$ cat src/rtl/i2c_ptr_pkg.sv
// Shared types and constants for the I2C pointer slave.
package i2c_ptr_pkg;

    localparam int BYTE_W    = 8;   // bits per bus byte
    localparam int BIT_CNT_W = 4;   // counts 0..8 bits
    localparam int NUM_LINES = 2;   // SCL and SDA

    typedef enum logic [3:0] {
        ST_IDLE,
        ST_ADDR,
        ST_ADDR_ACK,
        ST_CMD,
        ST_CMD_ACK,
        ST_WDATA,
        ST_WDATA_ACK,
        ST_RDATA,
        ST_RDATA_ACK
    } xfer_state_t;

endpackage

$ cat src/rtl/i2c_glitch_filter.sv
// Synchronizer plus stable-count filter for one bus line.
// Assumes: SYNC_STAGES >= 2. The output follows the input only after
// FILT_LEN consecutive samples that differ from the current output.
// The idle output level is high, as on a pulled-up bus.
module i2c_glitch_filter #(
    parameter int SYNC_STAGES = 2,
    parameter int FILT_LEN    = 3
) (
    input  logic clk,
    input  logic rst_n,
    input  logic din,
    output logic dout
);

    localparam int CW = $clog2(FILT_LEN + 1);

    logic [SYNC_STAGES-1:0] sync_q;
    logic [CW-1:0]          cnt_q;

    // Bring the asynchronous line into the clock domain.
    always_ff @(posedge clk) begin
        if (!rst_n) sync_q <= '1;
        else        sync_q <= {sync_q[SYNC_STAGES-2:0], din};
    end

    // Accept a new level only after it has held for FILT_LEN samples.
    always_ff @(posedge clk) begin
        if (!rst_n) begin
            dout  <= 1'b1;
            cnt_q <= '0;
        end else if (sync_q[SYNC_STAGES-1] == dout) begin
            cnt_q <= '0;
        end else if (cnt_q == CW'(FILT_LEN - 1)) begin
            dout  <= sync_q[SYNC_STAGES-1];
            cnt_q <= '0;
        end else begin
            cnt_q <= cnt_q + CW'(1);
        end
    end

endmodule

$ cat src/rtl/i2c_bus_cond.sv
// Edge and bus-condition detector on the filtered SCL and SDA.
// Assumes: the inputs are already synchronous and free of glitches.
// Each output is a one-clock pulse.
module i2c_bus_cond (
    input  logic clk,
    input  logic rst_n,
    input  logic scl_f,
    input  logic sda_f,
    output logic scl_rise,
    output logic scl_fall,
    output logic start_det,
    output logic stop_det
);

    logic scl_q, sda_q;

    // Hold the previous levels for edge detection.
    always_ff @(posedge clk) begin
        if (!rst_n) begin
            scl_q <= 1'b1;
            sda_q <= 1'b1;
        end else begin
            scl_q <= scl_f;
            sda_q <= sda_f;
        end
    end

    // SDA edges while SCL stays high are START and STOP.
    always_comb begin
        scl_rise  = scl_f & ~scl_q;
        scl_fall  = ~scl_f & scl_q;
        start_det = scl_f & scl_q & sda_q & ~sda_f;
        stop_det  = scl_f & scl_q & ~sda_q & sda_f;
    end

endmodule

$ cat src/rtl/i2c_ptr_fsm.sv
// Byte-level protocol engine: address match, command pointer,
// write and read data bytes, and the ACK/NACK handling.
// Assumes: single-clock edge and condition pulses from i2c_bus_cond.
// reg_rdata is valid in the cycle where reg_rd is high.
module i2c_ptr_fsm
    import i2c_ptr_pkg::*;
#(
    parameter int ID_W = 6
) (
    input  logic              clk,
    input  logic              rst_n,
    input  logic              soft_rst,
    input  logic [ID_W-1:0]   slave_id,
    input  logic              sda_f,
    input  logic              scl_rise,
    input  logic              scl_fall,
    input  logic              start_det,
    input  logic              stop_det,
    output logic              sda_oe,
    output logic              busy,
    output logic [BYTE_W-1:0] reg_addr,
    output logic              reg_wr,
    output logic [BYTE_W-1:0] reg_wdata,
    output logic              reg_rd,
    input  logic [BYTE_W-1:0] reg_rdata
);

    localparam int ADDR_W = BYTE_W - 1;
    localparam logic [BIT_CNT_W-1:0] FULL_CNT = BIT_CNT_W'(BYTE_W);

    xfer_state_t          state_q;
    logic [BIT_CNT_W-1:0] bit_cnt_q;
    logic [BYTE_W-1:0]    rx_q;
    logic [BYTE_W-1:0]    tx_q;
    logic                 rw_q;
    logic                 mack_q;
    logic [ADDR_W-1:0]    own_addr;

    // The slave address is the strapped id with the top bit forced to zero.
    assign own_addr = ADDR_W'(slave_id);
    assign busy     = (state_q != ST_IDLE);

    // Protocol sequencing; abort sources take priority over bus edges.
    always_ff @(posedge clk) begin
        if (!rst_n) begin
            state_q   <= ST_IDLE;
            bit_cnt_q <= '0;
            rx_q      <= '0;
            tx_q      <= '0;
            rw_q      <= 1'b0;
            mack_q    <= 1'b0;
            sda_oe    <= 1'b0;
            reg_addr  <= '0;
            reg_wr    <= 1'b0;
            reg_wdata <= '0;
            reg_rd    <= 1'b0;
        end else begin
            reg_wr <= 1'b0;
            reg_rd <= 1'b0;
            if (soft_rst) begin
                state_q <= ST_IDLE;
                sda_oe  <= 1'b0;
            end else if (start_det) begin
                state_q   <= ST_ADDR;
                bit_cnt_q <= '0;
                sda_oe    <= 1'b0;
            end else if (stop_det) begin
                state_q <= ST_IDLE;
                sda_oe  <= 1'b0;
            end else begin
                // Latch the register sample in the strobe cycle and put out its MSB.
                if (reg_rd && state_q == ST_RDATA) begin
                    tx_q   <= {reg_rdata[BYTE_W-2:0], 1'b0};
                    sda_oe <= ~reg_rdata[BYTE_W-1];
                end
                case (state_q)
                    ST_ADDR, ST_CMD, ST_WDATA: begin
                        if (scl_rise && bit_cnt_q != FULL_CNT) begin
                            rx_q      <= {rx_q[BYTE_W-2:0], sda_f};
                            bit_cnt_q <= bit_cnt_q + 1'b1;
                        end else if (scl_fall && bit_cnt_q == FULL_CNT) begin
                            bit_cnt_q <= '0;
                            if (state_q == ST_ADDR) begin
                                if (rx_q[BYTE_W-1:1] == own_addr) begin
                                    rw_q    <= rx_q[0];
                                    sda_oe  <= 1'b1;
                                    state_q <= ST_ADDR_ACK;
                                end else begin
                                    state_q <= ST_IDLE;
                                end
                            end else if (state_q == ST_CMD) begin
                                reg_addr <= rx_q;
                                sda_oe   <= 1'b1;
                                state_q  <= ST_CMD_ACK;
                            end else begin
                                reg_wdata <= rx_q;
                                sda_oe    <= 1'b1;
                                state_q   <= ST_WDATA_ACK;
                            end
                        end
                    end
                    ST_ADDR_ACK: begin
                        if (scl_fall) begin
                            if (rw_q) begin
                                reg_rd  <= 1'b1;
                                state_q <= ST_RDATA;
                            end else begin
                                sda_oe  <= 1'b0;
                                state_q <= ST_CMD;
                            end
                        end
                    end
                    ST_CMD_ACK: begin
                        if (scl_fall) begin
                            sda_oe  <= 1'b0;
                            state_q <= ST_WDATA;
                        end
                    end
                    ST_WDATA_ACK: begin
                        if (scl_fall) begin
                            sda_oe  <= 1'b0;
                            reg_wr  <= 1'b1;
                            state_q <= ST_WDATA;
                        end
                    end
                    ST_RDATA: begin
                        if (scl_rise) begin
                            bit_cnt_q <= bit_cnt_q + 1'b1;
                        end else if (scl_fall) begin
                            if (bit_cnt_q == FULL_CNT) begin
                                sda_oe    <= 1'b0;
                                bit_cnt_q <= '0;
                                state_q   <= ST_RDATA_ACK;
                            end else begin
                                sda_oe <= ~tx_q[BYTE_W-1];
                                tx_q   <= {tx_q[BYTE_W-2:0], 1'b0};
                            end
                        end
                    end
                    ST_RDATA_ACK: begin
                        if (scl_rise) begin
                            mack_q <= ~sda_f;
                        end else if (scl_fall) begin
                            if (mack_q) begin
                                reg_rd  <= 1'b1;
                                state_q <= ST_RDATA;
                            end else begin
                                state_q <= ST_IDLE;
                            end
                        end
                    end
                    default: ;
                endcase
            end
        end
    end

endmodule

$ cat src/rtl/i2c_ptr_slave.sv
// Top of the I2C slave front end: per-line glitch filters, the bus
// condition detector and the protocol engine.
// Assumes: clk runs at least 8x the SCL rate, and FILT_LEN clock periods
// exceed the longest spike to be rejected.
module i2c_ptr_slave #(
    parameter int SYNC_STAGES = 2,
    parameter int FILT_LEN    = 3,
    parameter int ID_W        = 6
) (
    input  logic            clk,
    input  logic            rst_n,
    input  logic            soft_rst,
    input  logic [ID_W-1:0] slave_id,
    input  logic            scl_in,
    input  logic            sda_in,
    output logic            sda_oe,
    output logic            busy,
    output logic [7:0]      reg_addr,
    output logic            reg_wr,
    output logic [7:0]      reg_wdata,
    output logic            reg_rd,
    input  logic [7:0]      reg_rdata
);

    import i2c_ptr_pkg::*;

    logic [NUM_LINES-1:0] raw_w, filt_w;
    logic scl_rise, scl_fall, start_det, stop_det;

    // Line 0 is SCL, line 1 is SDA.
    assign raw_w = {sda_in, scl_in};

    for (genvar g = 0; g < NUM_LINES; g++) begin : g_filt
        i2c_glitch_filter #(
            .SYNC_STAGES(SYNC_STAGES),
            .FILT_LEN   (FILT_LEN)
        ) u_filt (
            .clk  (clk),
            .rst_n(rst_n),
            .din  (raw_w[g]),
            .dout (filt_w[g])
        );
    end

    i2c_bus_cond u_cond (
        .clk      (clk),
        .rst_n    (rst_n),
        .scl_f    (filt_w[0]),
        .sda_f    (filt_w[1]),
        .scl_rise (scl_rise),
        .scl_fall (scl_fall),
        .start_det(start_det),
        .stop_det (stop_det)
    );

    i2c_ptr_fsm #(
        .ID_W(ID_W)
    ) u_fsm (
        .clk      (clk),
        .rst_n    (rst_n),
        .soft_rst (soft_rst),
        .slave_id (slave_id),
        .sda_f    (filt_w[1]),
        .scl_rise (scl_rise),
        .scl_fall (scl_fall),
        .start_det(start_det),
        .stop_det (stop_det),
        .sda_oe   (sda_oe),
        .busy     (busy),
        .reg_addr (reg_addr),
        .reg_wr   (reg_wr),
        .reg_wdata(reg_wdata),
        .reg_rd   (reg_rd),
        .reg_rdata(reg_rdata)
    );

endmodule

$ cat config.mk
export PLATFORM = sky130hd
export DESIGN_NAME = i2c_ptr_slave
export DESIGN_NICKNAME = d
export VERILOG_FILES = /design/src/rtl/i2c_ptr_pkg.sv /design/src/rtl/i2c_glitch_filter.sv /design/src/rtl/i2c_bus_cond.sv /design/src/rtl/i2c_ptr_fsm.sv /design/src/rtl/i2c_ptr_slave.sv
export SDC_FILE = /design/constraint.sdc
export NUM_CORES = 1
export LEC_CHECK = 0
export BUFFER_PORTS_ARGS = -buffer_cell sky130_fd_sc_hd__buf_2
export CAP_MARGIN = 20
export CORE_MARGIN = 10
export CORE_UTILIZATION = 61
export CTS_BUF_LIST = sky130_fd_sc_hd__clkbuf_16
export CTS_CLUSTER_DIAMETER = 50
export DETAILED_ROUTE_END_ITERATION = 10
export PLACE_DENSITY_LB_ADDON = 0.25
export SLEW_MARGIN = 10
export SYNTH_ARGS = -nofsm -noshare
export SYNTH_HDL_FRONTEND = slang
export SYNTH_HIERARCHICAL = 1
export SYNTH_SLANG_ARGS = --single-unit
$ cat constraint.sdc
create_clock -name clk -period 3.14 [get_ports clk]
set_input_delay 0.942 -clock clk [delete_from_list [all_inputs] [get_ports clk]]
set_output_delay 0.942 -clock clk [all_outputs]
set_load 0.05 [all_outputs]
==> results.yml, run 1 <==
place:
  globalplace.congestion: 0.8396
  placedInstanceArea_um2: 2982
  io_buffers: 38
  hpwl_um: 4173
setup_path:
  worst-path-buf-inv: 1
  path_depth: 3
  reg2reg_depth: 5
  crit_arrival_ns: 1.55
  cp_slowest_cell: "dfxtp_1"
  critPathMaxFanout: 15
  setup.worst_path.end_class: "output pin"
  slowest_delay_ns: 0.64
  worstPathCellList: "nor2_1 > nand3_1 > buf_2"
  critical_path_class: "register to output pin"
  required_ns: 2.20
  cp-start-kind: "register"
  r2r_slack_ns: 0.97
  crit_family: "flip-flops"
route:
  detail_route.wl_per_cell_um: 15.86
  num_vias: 2156
  first_pass_iters: 4
  drc_errors: 0
  drt-initial-drc-count: 77
  vias_per_cell: 5.749
  ant_nets: 0
  wl_um: 5949
timing:
  fin_crit_sh_pct: 79.50
  fin_skew_ns: 0.005520
  finalMaxSlewViolations: 0
  max-slew-margin-rel_pct: 65.10
  finalHoldViolCount: 0
  setup_violations: 0
  fmax_mhz: 400.6
  worstMarginPinSlew_ns: 0.5228
  fin_setup_tns_ns: 0
  period_needed_ns: 2.496
  rsz0062_at_grt: "no"
die:
  core-area_um2: 4384
  dieArea_um2: 7620
  die_y_um: 87.30
  dieWidth_um: 87.30
  row_count: 24
  start_util_pct: 63.01
  ios: 39
logic_synthesis:
  synth-edff-count: 0
  synth-xor-area-share_pct: 2.853
  ys_seq_area_share_pct: 41.30
  ys_ff_latch: 57
  synth_top_cell_by_area: "dfxtp_1"
  yosys.area_share.adder_pct: 1.812
  yosys_warnings: 6
  ys.flop_type: "dfxtp_1"
  postSynthCellCount: 277
  synth_compound_area_share_pct: 11.14
  yosysUniqueCellTypes: 50
  async_flop_share_pct: 0
  syn_area_um2: 2763
  yosys.area_share.simple_pct: 26.31
  synthTopCellsByCount: "57 x dfxtp_1, 35 x mux2i_1, 26 x nor2b_1"
  syn_avg_cell_area_um2: 9.973
  synth.most_common_cell: "dfxtp_1"
  yosys-mux-area-fraction_pct: 13.09
  synthesis.nets: 300
  ys_top_cells_by_area: "dfxtp_1 41%, mux2i_1 13%, nor2b_1 5.9%"
  synth.top_cell.area_share_pct: 41.30
  synth_top_family_by_area: "simple AND/OR/NAND/NOR gates"
cts:
  cts_resized: 0
  clock_path_buffers: 2
  clk_pin_slew_ns: 0.05
  postCtsHoldBufs: 0
  clk_latency_ns: 0.32
  cts_tree: "built"
  cts-htree-levels: 3
  cts_buffers: 9
  post_cts_buffers: 0
  root_buffer: "clkbuf_16"
  cts_num_sinks: 57
pwr:
  p_switching_w: 0.0003300
  seq_power_share_pct: 45.8
  comb_power_share_pct: 2.7
  clkPwrFrac_pct: 51.5
  power_leakage_nw: 1.473
  swShare_pct: 20.69
  intPower_w: 0.001265
  ir_drop_mv: 0.3883
  power_density_nw_per_um2: 492.6
grt:
  grt_pass1_vias: 2048
  grt_pass1_wl_um: 9687
  grt-ovfl-total: 0
  grt_max_degree: 55
  antenna_found_initial: 0
  globalRouteTotalUtil_pct: 15.91
min_path:
  holdPathStages: 1
  worstHoldPathType: "register to register"
final_layout:
  seqCellArea_um2: 1141
  n_antenna_cell: 0
  final_area_um2: 3238
  area_delta_synth_final_pct: 17.21
  finish.utilization_pct: 73.86
  nets: 341
  layout-drive-gt1-share_pct: 20.12
  n_fill_cell: 320
  multiInputGateArea_um2: 1525
job:
  drv_cap: 0
run_status:
  status: "complete, no violations"
-- flip-flops by register name, indices dropped and copies added (netlist names), 2 cells and up --
register,cells
u_fsm/reg_addr,8
u_fsm/reg_wdata,8
u_fsm/rx_q,8
u_fsm/tx_q,8
g_filt.u_filt/cnt_q,4
g_filt.u_filt/sync_q,4
u_fsm/bit_cnt_q,4
u_fsm/state_q,4
g_filt.u_filt/dout,2
-- metrics by stage --
step	setup slack [ns]	cells	hold slack [ns]	total power [W]
after floorplan	1.079	277	0.3863	0.0007674
after global placement	0.8466	359	0.3898	0.0007859
after detailed placement	0.8014	359	0.3979	0.0007876
after CTS	0.6583	375	0.4217	0.001618
after global routing	0.5652	375	0.4291	0.001650
final	0.6437	375	0.4157	0.001595
-- worst paths after layout --
path | startpoint | to
min reg2reg | g_filt[0].u_filt/sync_q[0] | g_filt[0].u_filt/sync_q[1]
max reg2reg | u_fsm/state_q[1] | u_fsm/tx_q[7]
max | u_fsm/state_q[1] | busy
min | g_filt[0].u_filt/sync_q[0] | g_filt[0].u_filt/sync_q[1]
-- metal layers --
metal,track usage (%),part of all wire [%]
met3,4.588,4.8
met4,9.855,2.5
met2,25.26,50
met5,0,0
met1,18.34,43
-- power by group through the flow --
| stage | clock network [W] | logic (W) | registers [W] |
|---|---|---|---|
| floorplan | 0 | 0.0000240 | 0.000743 |
| global placement | 0 | 0.0000423 | 0.000744 |
| detailed placement | 0 | 0.0000437 | 0.000744 |
| CTS | 0.000844 | 0.0000443 | 0.000730 |
| global route | 0.000874 | 0.0000476 | 0.000729 |
| finish | 0.000821 | 0.0000437 | 0.000730 |
-- cells by family after synthesis --
family	after synthesis
adder cells (fa/ha/maj)	4
flip-flops	57
multiplexers	36
buffers and inverters	21
AO/OA/AOI/OAI	38
AND/OR/NAND/NOR	112
XOR/XNOR	9
-- layout by cell type, fill, tap and decap left out, drive strengths merged, types with 4 or more instances in the layout --
cell / synthesis / final
a21oi: 8 / 8
buf: 7 / 41
clkbuf: 4 / 9
dfxtp: 57 / 57
ha: 4 / 4
inv: 10 / 13
mux2i: 35 / 35
nand2: 24 / 24
nand2b: 14 / 14
nand3: 7 / 7
nor2: 7 / 7
nor2b: 26 / 26
nor3: 4 / 4
nor4b: 5 / 5
o211a: 9 / 9
or4: 4 / 4
xnor2: 6 / 6
-- final cells by class --
class,count,area share [%]
multi-input combinational,199,47.10
inverter,10,1.159
clock inverter,7,0.9660
timing repair buffer,41,6.569
sequential,57,35.24
tap,52,2.009
clock buffer,9,6.955
No activity file was read; power rests on OpenSTA's default activity.
==> inputs of run 2 (changes only) <==
--- a/config.mk
+++ b/config.mk
@@ -5,10 +5,11 @@
 export SDC_FILE = /design/constraint.sdc
 export NUM_CORES = 1
 export LEC_CHECK = 0
+export ABC_AREA = 1
 export BUFFER_PORTS_ARGS = -buffer_cell sky130_fd_sc_hd__buf_2
 export CAP_MARGIN = 20
 export CORE_MARGIN = 10
-export CORE_UTILIZATION = 61
+export CORE_UTILIZATION = 57
 export CTS_BUF_LIST = sky130_fd_sc_hd__clkbuf_16
 export CTS_CLUSTER_DIAMETER = 50
 export DETAILED_ROUTE_END_ITERATION = 10
==> constraint.sdc (replaced) <==
create_clock -name clk -period 2.3 [get_ports clk]
set_input_delay 0.69 -clock clk [delete_from_list [all_inputs] [get_ports clk]]
set_output_delay 0.69 -clock clk [all_outputs]
set_load 0.05 [all_outputs]
==> run 2 against run 1 <==
  * Global-route usage decreased by 0.53 points
  * Setup slack worse by 0.25 ns
  * Sequential cell count did not move
  * Register-to-register slack lost 0.57 ns
  * Power is 64% higher
  * Via count increased by 17%
  * Area after synthesis grew 2.3%
  * Sequential share of layout area down 1.6 points
  * Critical path type unchanged
  * Critical endpoint unchanged
  * Largest cell class unchanged
==> results.yml, run 2 <==
run_status:
  status: "complete, no violations"
cts:
  cts_tree: "built"
  cts_num_sinks: 57
  post_cts_buffers: 0
  cts_buffers: 9
  clk_latency_ns: 0.32
  root_buffer: "clkbuf_16"
  cts-htree-levels: 3
  cts_resized: 0
  clk_pin_slew_ns: 0.05
  clock_path_buffers: 2
  postCtsHoldBufs: 0
logic_synthesis:
  yosysUniqueCellTypes: 37
  yosys_warnings: 6
  synth.most_common_cell: "nand2_1"
  yosys.area_share.adder_pct: 1.771
  synth_top_cell_by_area: "dfxtp_1"
  synth-edff-count: 0
  synthesis.nets: 410
  synth.top_cell.area_share_pct: 40.39
  syn_area_um2: 2825
  yosys.area_share.simple_pct: 29.67
  syn_avg_cell_area_um2: 7.300
  yosys-mux-area-fraction_pct: 0
  ys_top_cells_by_area: "dfxtp_1 40%, nand2_1 9.6%, inv_1 7.4%"
  ys_seq_area_share_pct: 40.39
  async_flop_share_pct: 0
  ys.flop_type: "dfxtp_1"
  ys_ff_latch: 57
  synth_top_family_by_area: "simple AND/OR/NAND/NOR gates"
  synthTopCellsByCount: "72 x nand2_1, 57 x dfxtp_1, 56 x inv_1"
  synth_compound_area_share_pct: 17.09
  postSynthCellCount: 387
  synth-xor-area-share_pct: 0.3100
timing:
  fin_setup_tns_ns: 0
  fin_skew_ns: 0.008693
  fin_crit_sh_pct: 82.82
  finalHoldViolCount: 0
  fmax_mhz: 525.0
  finalMaxSlewViolations: 0
  worstMarginPinSlew_ns: 0.5147
  max-slew-margin-rel_pct: 65.57
  setup_slack_ns: 0.3952
  period_needed_ns: 1.905
  rsz0062_at_grt: "no"
  setup_violations: 0
final_layout:
  final_cell_mix: "72 x nand2_1, 57 x inv_1, 57 x dfxtp_1"
  n_antenna_cell: 0
  layout_commonest_cell: "nand2_1"
  area_delta_synth_final_pct: 19.93
  finish.utilization_pct: 71.26
  layout-drive-gt1-share_pct: 21.89
  n_fill_cell: 413
  nets: 452
setup_path:
  cp_slowest_cell: "dfxtp_1"
  cp-start-kind: "register"
  worstPathCellList: "nor2_1 > nand2_1 > buf_2"
  required_ns: 1.61
  setup.worst_path.end_class: "output pin"
  crit_family: "flip-flops"
  critical_path_class: "register to output pin"
  worst-path-buf-inv: 1
  slowest_delay_ns: 0.45
  crit_arrival_ns: 1.21
  critPathMaxFanout: 6
die:
  row_count: 25
  die_y_um: 90.40
  start_util_pct: 59.42
  core-area_um2: 4755
  ios: 39
  dieWidth_um: 90.40
  dieArea_um2: 8172
route:
  num_vias: 2521
  vias_per_cell: 5.032
  drc_errors: 0
  detail_route.wl_per_cell_um: 12.22
  drt-initial-drc-count: 181
  ant_nets: 0
  wl_um: 6122
  first_pass_iters: 5
grt:
  grt_pass1_vias: 2480
  globalRouteTotalUtil_pct: 15.38
  grt-ovfl-total: 0
  grt_max_degree: 42
  antenna_found_initial: 0
  grt_pass1_wl_um: 10610
pwr:
  power_density_nw_per_um2: 773.9
  p_switching_w: 0.0005327
  power_leakage_nw: 1.734
  clkPwrFrac_pct: 56.7
  seq_power_share_pct: 38.2
  intPower_w: 0.002089
  swShare_pct: 20.32
  comb_power_share_pct: 5.1
  ir_drop_mv: 0.5324
place:
  io_buffers: 38
  globalplace.congestion: 0.9108
  place_ws_ns: 0.3590
  hpwl_um: 4470
min_path:
  worstHoldPathType: "register to register"
job:
  drv_cap: 0
==> run 2: cell count changes after synthesis, sizes merged, moves of 6 or more <==
cell | before | now
nand2 | 24 | 79
nor2b | 26 | 0
inv | 10 | 61
o21ai | 3 | 36
nand2b | 14 | 0
mux2i | 35 | 0
xnor2 | 6 | 0
a21oi | 8 | 39
nor2 | 7 | 53
nand3 | 7 | 25
==> run 2: final cells by class <==
class / instances / area [µm²] / share of cell area (%)
multi-input combinational: 258 / 1380 / 40.73
sequential: 57 / 1141 / 33.68
inverter: 63 / 242.7 / 7.164
clock buffer: 9 / 225.2 / 6.647
timing repair buffer: 40 / 205.2 / 6.056
clock inverter: 7 / 110.1 / 3.250
tap: 67 / 83.83 / 2.474
==> run 2: cell families (layout without fill, tap and decap cells) <==
group / count (synthesis) / in the layout
AND/OR/NAND/NOR: 169 / 169
AO/OA/AOI/OAI: 84 / 84
buffers and inverters: 72 / 119
flip-flops: 57 / 57
adder cells (fa/ha/maj): 4 / 4
XOR/XNOR: 1 / 1
==> run 2: layer usage <==
layer / GRT usage [%] / vias up / wire, µm
li1: - / 1327 / -
met1: 17.63 / 1139 / 2916
met2: 25.36 / 45 / 2853
met3: 3.990 / 10 / 258
met4: 8.753 / 0 / 94
met5: 0 / - / 0
==> run 2: power by group through the flow <==
stage	clock, W	combinational [W]	sequential, W
after floorplan	0	0.0000935	0.00102
after global placement	0	0.000129	0.00102
after detailed placement	0	0.000131	0.00102
after CTS	0.00151	0.000132	0.00100
after global routing	0.00155	0.000151	0.00100
final	0.00149	0.000133	0.00100
==> run 2: through the flow <==
step / total power (W) / cells / hold WS (ns) / cell area [µm²]
2_1_floorplan: 0.001115 / 387 / 0.3900 / 2825
3_3_place_gp: 0.001152 / 485 / 0.3952 / 3053
3_5_place_dp: 0.001154 / 485 / 0.3973 / 3053
4_1_cts: 0.002642 / 501 / 0.4086 / 3388
5_1_grt: 0.002700 / 501 / 0.4225 / 3388
6_report: 0.002622 / 501 / 0.4078 / 3388
==> run 2: path summary, 6_finish.rpt <==
| check | from | to | slack [ns] | cells past startpoint |
|---|---|---|---|---|
| worst max register to register | g_filt[1].u_filt/dout | u_fsm/reg_wdata[2] | 0.40 | 11 |
| worst max-delay path | u_fsm/state_q[0] | busy | 0.40 | 3 |
| worst min register to register | g_filt[0].u_filt/cnt_q[0] | g_filt[0].u_filt/cnt_q[0] | 0.41 | 1 |
| worst min-delay path | g_filt[0].u_filt/cnt_q[0] | g_filt[0].u_filt/cnt_q[0] | 0.41 | 1 |
==> inputs of run 3 (changes only) <==
==> constraint.sdc (replaced) <==
create_clock -name clk -period 1.8 [get_ports clk]
set_input_delay 0.54 -clock clk [delete_from_list [all_inputs] [get_ports clk]]
set_output_delay 0.54 -clock clk [all_outputs]
set_load 0.05 [all_outputs]
==> run 3 against run 2 <==
  * Clock power hardly changed
  * Sequential share of layout area is 0.44 points lower
  * Combinational power grew 31%
  * Critical path depth did not move
  * Clock skew decreased by 0.0021 ns
  * Worst hold slack lost 0.0067 ns
  * Register-to-register slack got worse by 0.27 ns
  * Largest cell class unchanged
  * Design area is 1.7% higher
  * Cell count grew 2.0%
==> results.yml, run 3 (synthesis results as in run 2) <==
run_status:
  status: "complete, no violations"
pwr:
  clkPwrFrac_pct: 50.3
  seq_power_share_pct: 43.8
  p_switching_w: 0.0006835
  comb_power_share_pct: 6.0
  power_density_nw_per_um2: 850.7
  ir_drop_mv: 0.7868
  swShare_pct: 23.32
  intPower_w: 0.002247
  fin_total_pwr_w: 0.002930
  power_leakage_nw: 1.772
die:
  dieWidth_um: 90.40
  dieArea_um2: 8172
  row_count: 25
  start_util_pct: 59.42
  core-area_um2: 4755
  ios: 39
  die_y_um: 90.40
timing:
  finalHoldViolCount: 0
  hold_ws_ns: 0.4010
  worstMarginPinSlew_ns: 0.3674
  fin_crit_sh_pct: 94.92
  fin_skew_ns: 0.006551
  fmax_mhz: 585.3
  fin_setup_tns_ns: 0
  finalMaxSlewViolations: 0
  period_needed_ns: 1.708
  max-slew-margin-rel_pct: 75.51
  setup_violations: 0
cts:
  post_cts_buffers: 0
  clock_path_buffers: 2
  cts_buffers: 9
  postCtsHoldBufs: 0
  cts_tree: "built"
  cts_num_sinks: 57
  clk_pin_slew_ns: 0.05
  clk_latency_ns: 0.33
  cts-htree-levels: 3
  cts_resized: 0
  root_buffer: "clkbuf_16"
setup_path:
  worstReg2RegEnd: "u_fsm/bit_cnt_q[2]"
  reg2reg_depth: 12
  r2r_slack_ns: 0.13
  critical_path_class: "register to output pin"
  required_ns: 1.26
  crit_path_end: "busy"
  worst_r2r_startpoint: "u_fsm/bit_cnt_q[0]"
  critPathMaxFanout: 5
  crit_arrival_ns: 1.17
  setup.worst_path.end_class: "output pin"
  cp-start-kind: "register"
  crit_path_start: "u_fsm/state_q[1]"
route:
  num_vias: 2552
  detail_route.wl_per_cell_um: 12.34
  vias_per_cell: 4.994
  drc_errors: 0
  first_pass_iters: 4
  ant_nets: 0
  wl_um: 6308
  drt-initial-drc-count: 91
final_layout:
  nets: 462
  n_fill_cell: 410
  layout_commonest_cell: "nand2_1"
  layout-drive-gt1-share_pct: 25.00
  area_delta_synth_final_pct: 21.92
  n_antenna_cell: 0
  final_cell_mix: "72 x nand2_1, 57 x inv_1, 54 x dfxtp_1"
  final_area_um2: 3445
grt:
  globalRouteTotalUtil_pct: 16.03
  antenna_found_initial: 0
  grt-ovfl-total: 0
  grt_pass1_vias: 2500
  grt_pass1_wl_um: 10940
  grt_max_degree: 42
min_path:
  min-delay-start: "scl_in"
  holdPathStages: 2
  worstHoldPathType: "input pin to register"
place:
  placedInstanceArea_um2: 3141
  io_buffers: 38
  hpwl_um: 4633
  globalplace.congestion: 0.9025
job:
  drv_cap: 0
-- run 3: changes by cell type in the layout (fill, tap and decap cells not counted), sizes merged --
cell	delta
clkinvlp	+1
clkinv	+2
bufinv	-3
buf	+10
-- run 3: metal layers --
layer / vias to the layer above / global-route usage, % / wire length [µm]
met5: - / 0 / 0
met4: 0 / 8.090 / 147
met3: 17 / 4.988 / 259
met2: 52 / 25.79 / 3040
met1: 1143 / 18.79 / 2860
li1: 1340 / - / -
-- run 3: stage by stage --
stage	setup WS [ns]	utilization (%)	cells
finish	0.09153	72.45	511
global route	-0.005111	72.45	511
CTS	0.001031	71.61	511
detailed placement	0.02815	66.05	495
global placement	0.09523	66.05	495
floorplan	0.2005	-	387
-- run 3: worst max-delay path, stage by stage (launching register included) --
cell and delay, ns:
dfxtp_1 0.43, nor2_1 0.09, nand2_1 0.07, buf_2 0.26
-- run 3: power by group through the flow --
stage	Clock, W	Combinational, W	Sequential (W)
after floorplan	0	0.000119	0.00131
after global placement	0	0.000168	0.00131
after detailed placement	0	0.000170	0.00131
after CTS	0.00149	0.000172	0.00128
after global routing	0.00156	0.000199	0.00128
final	0.00147	0.000174	0.00128
-- run 3: worst min path at each step --
stage / endpoint
4_1_cts: g_filt[0].u_filt/sync_q[0]
6_report: g_filt[0].u_filt/sync_q[0]
5_1_grt: g_filt[0].u_filt/sync_q[0]
3_3_place_gp: g_filt[0].u_filt/sync_q[1]
2_1_floorplan: g_filt[0].u_filt/cnt_q[0]
3_5_place_dp: g_filt[1].u_filt/cnt_q[0]
-- run 3: cell type report --
| cell class | count | area [µm²] | share of cell area, % |
|---|---|---|---|
| multi-input combinational | 258 | 1413 | 41.01 |
| sequential | 57 | 1145 | 33.24 |
| timing repair buffer | 50 | 296.5 | 8.609 |
| inverter | 63 | 242.7 | 7.047 |
| clock buffer | 9 | 225.2 | 6.538 |
| tap | 67 | 83.83 | 2.434 |
| clock inverter | 7 | 38.79 | 1.126 |
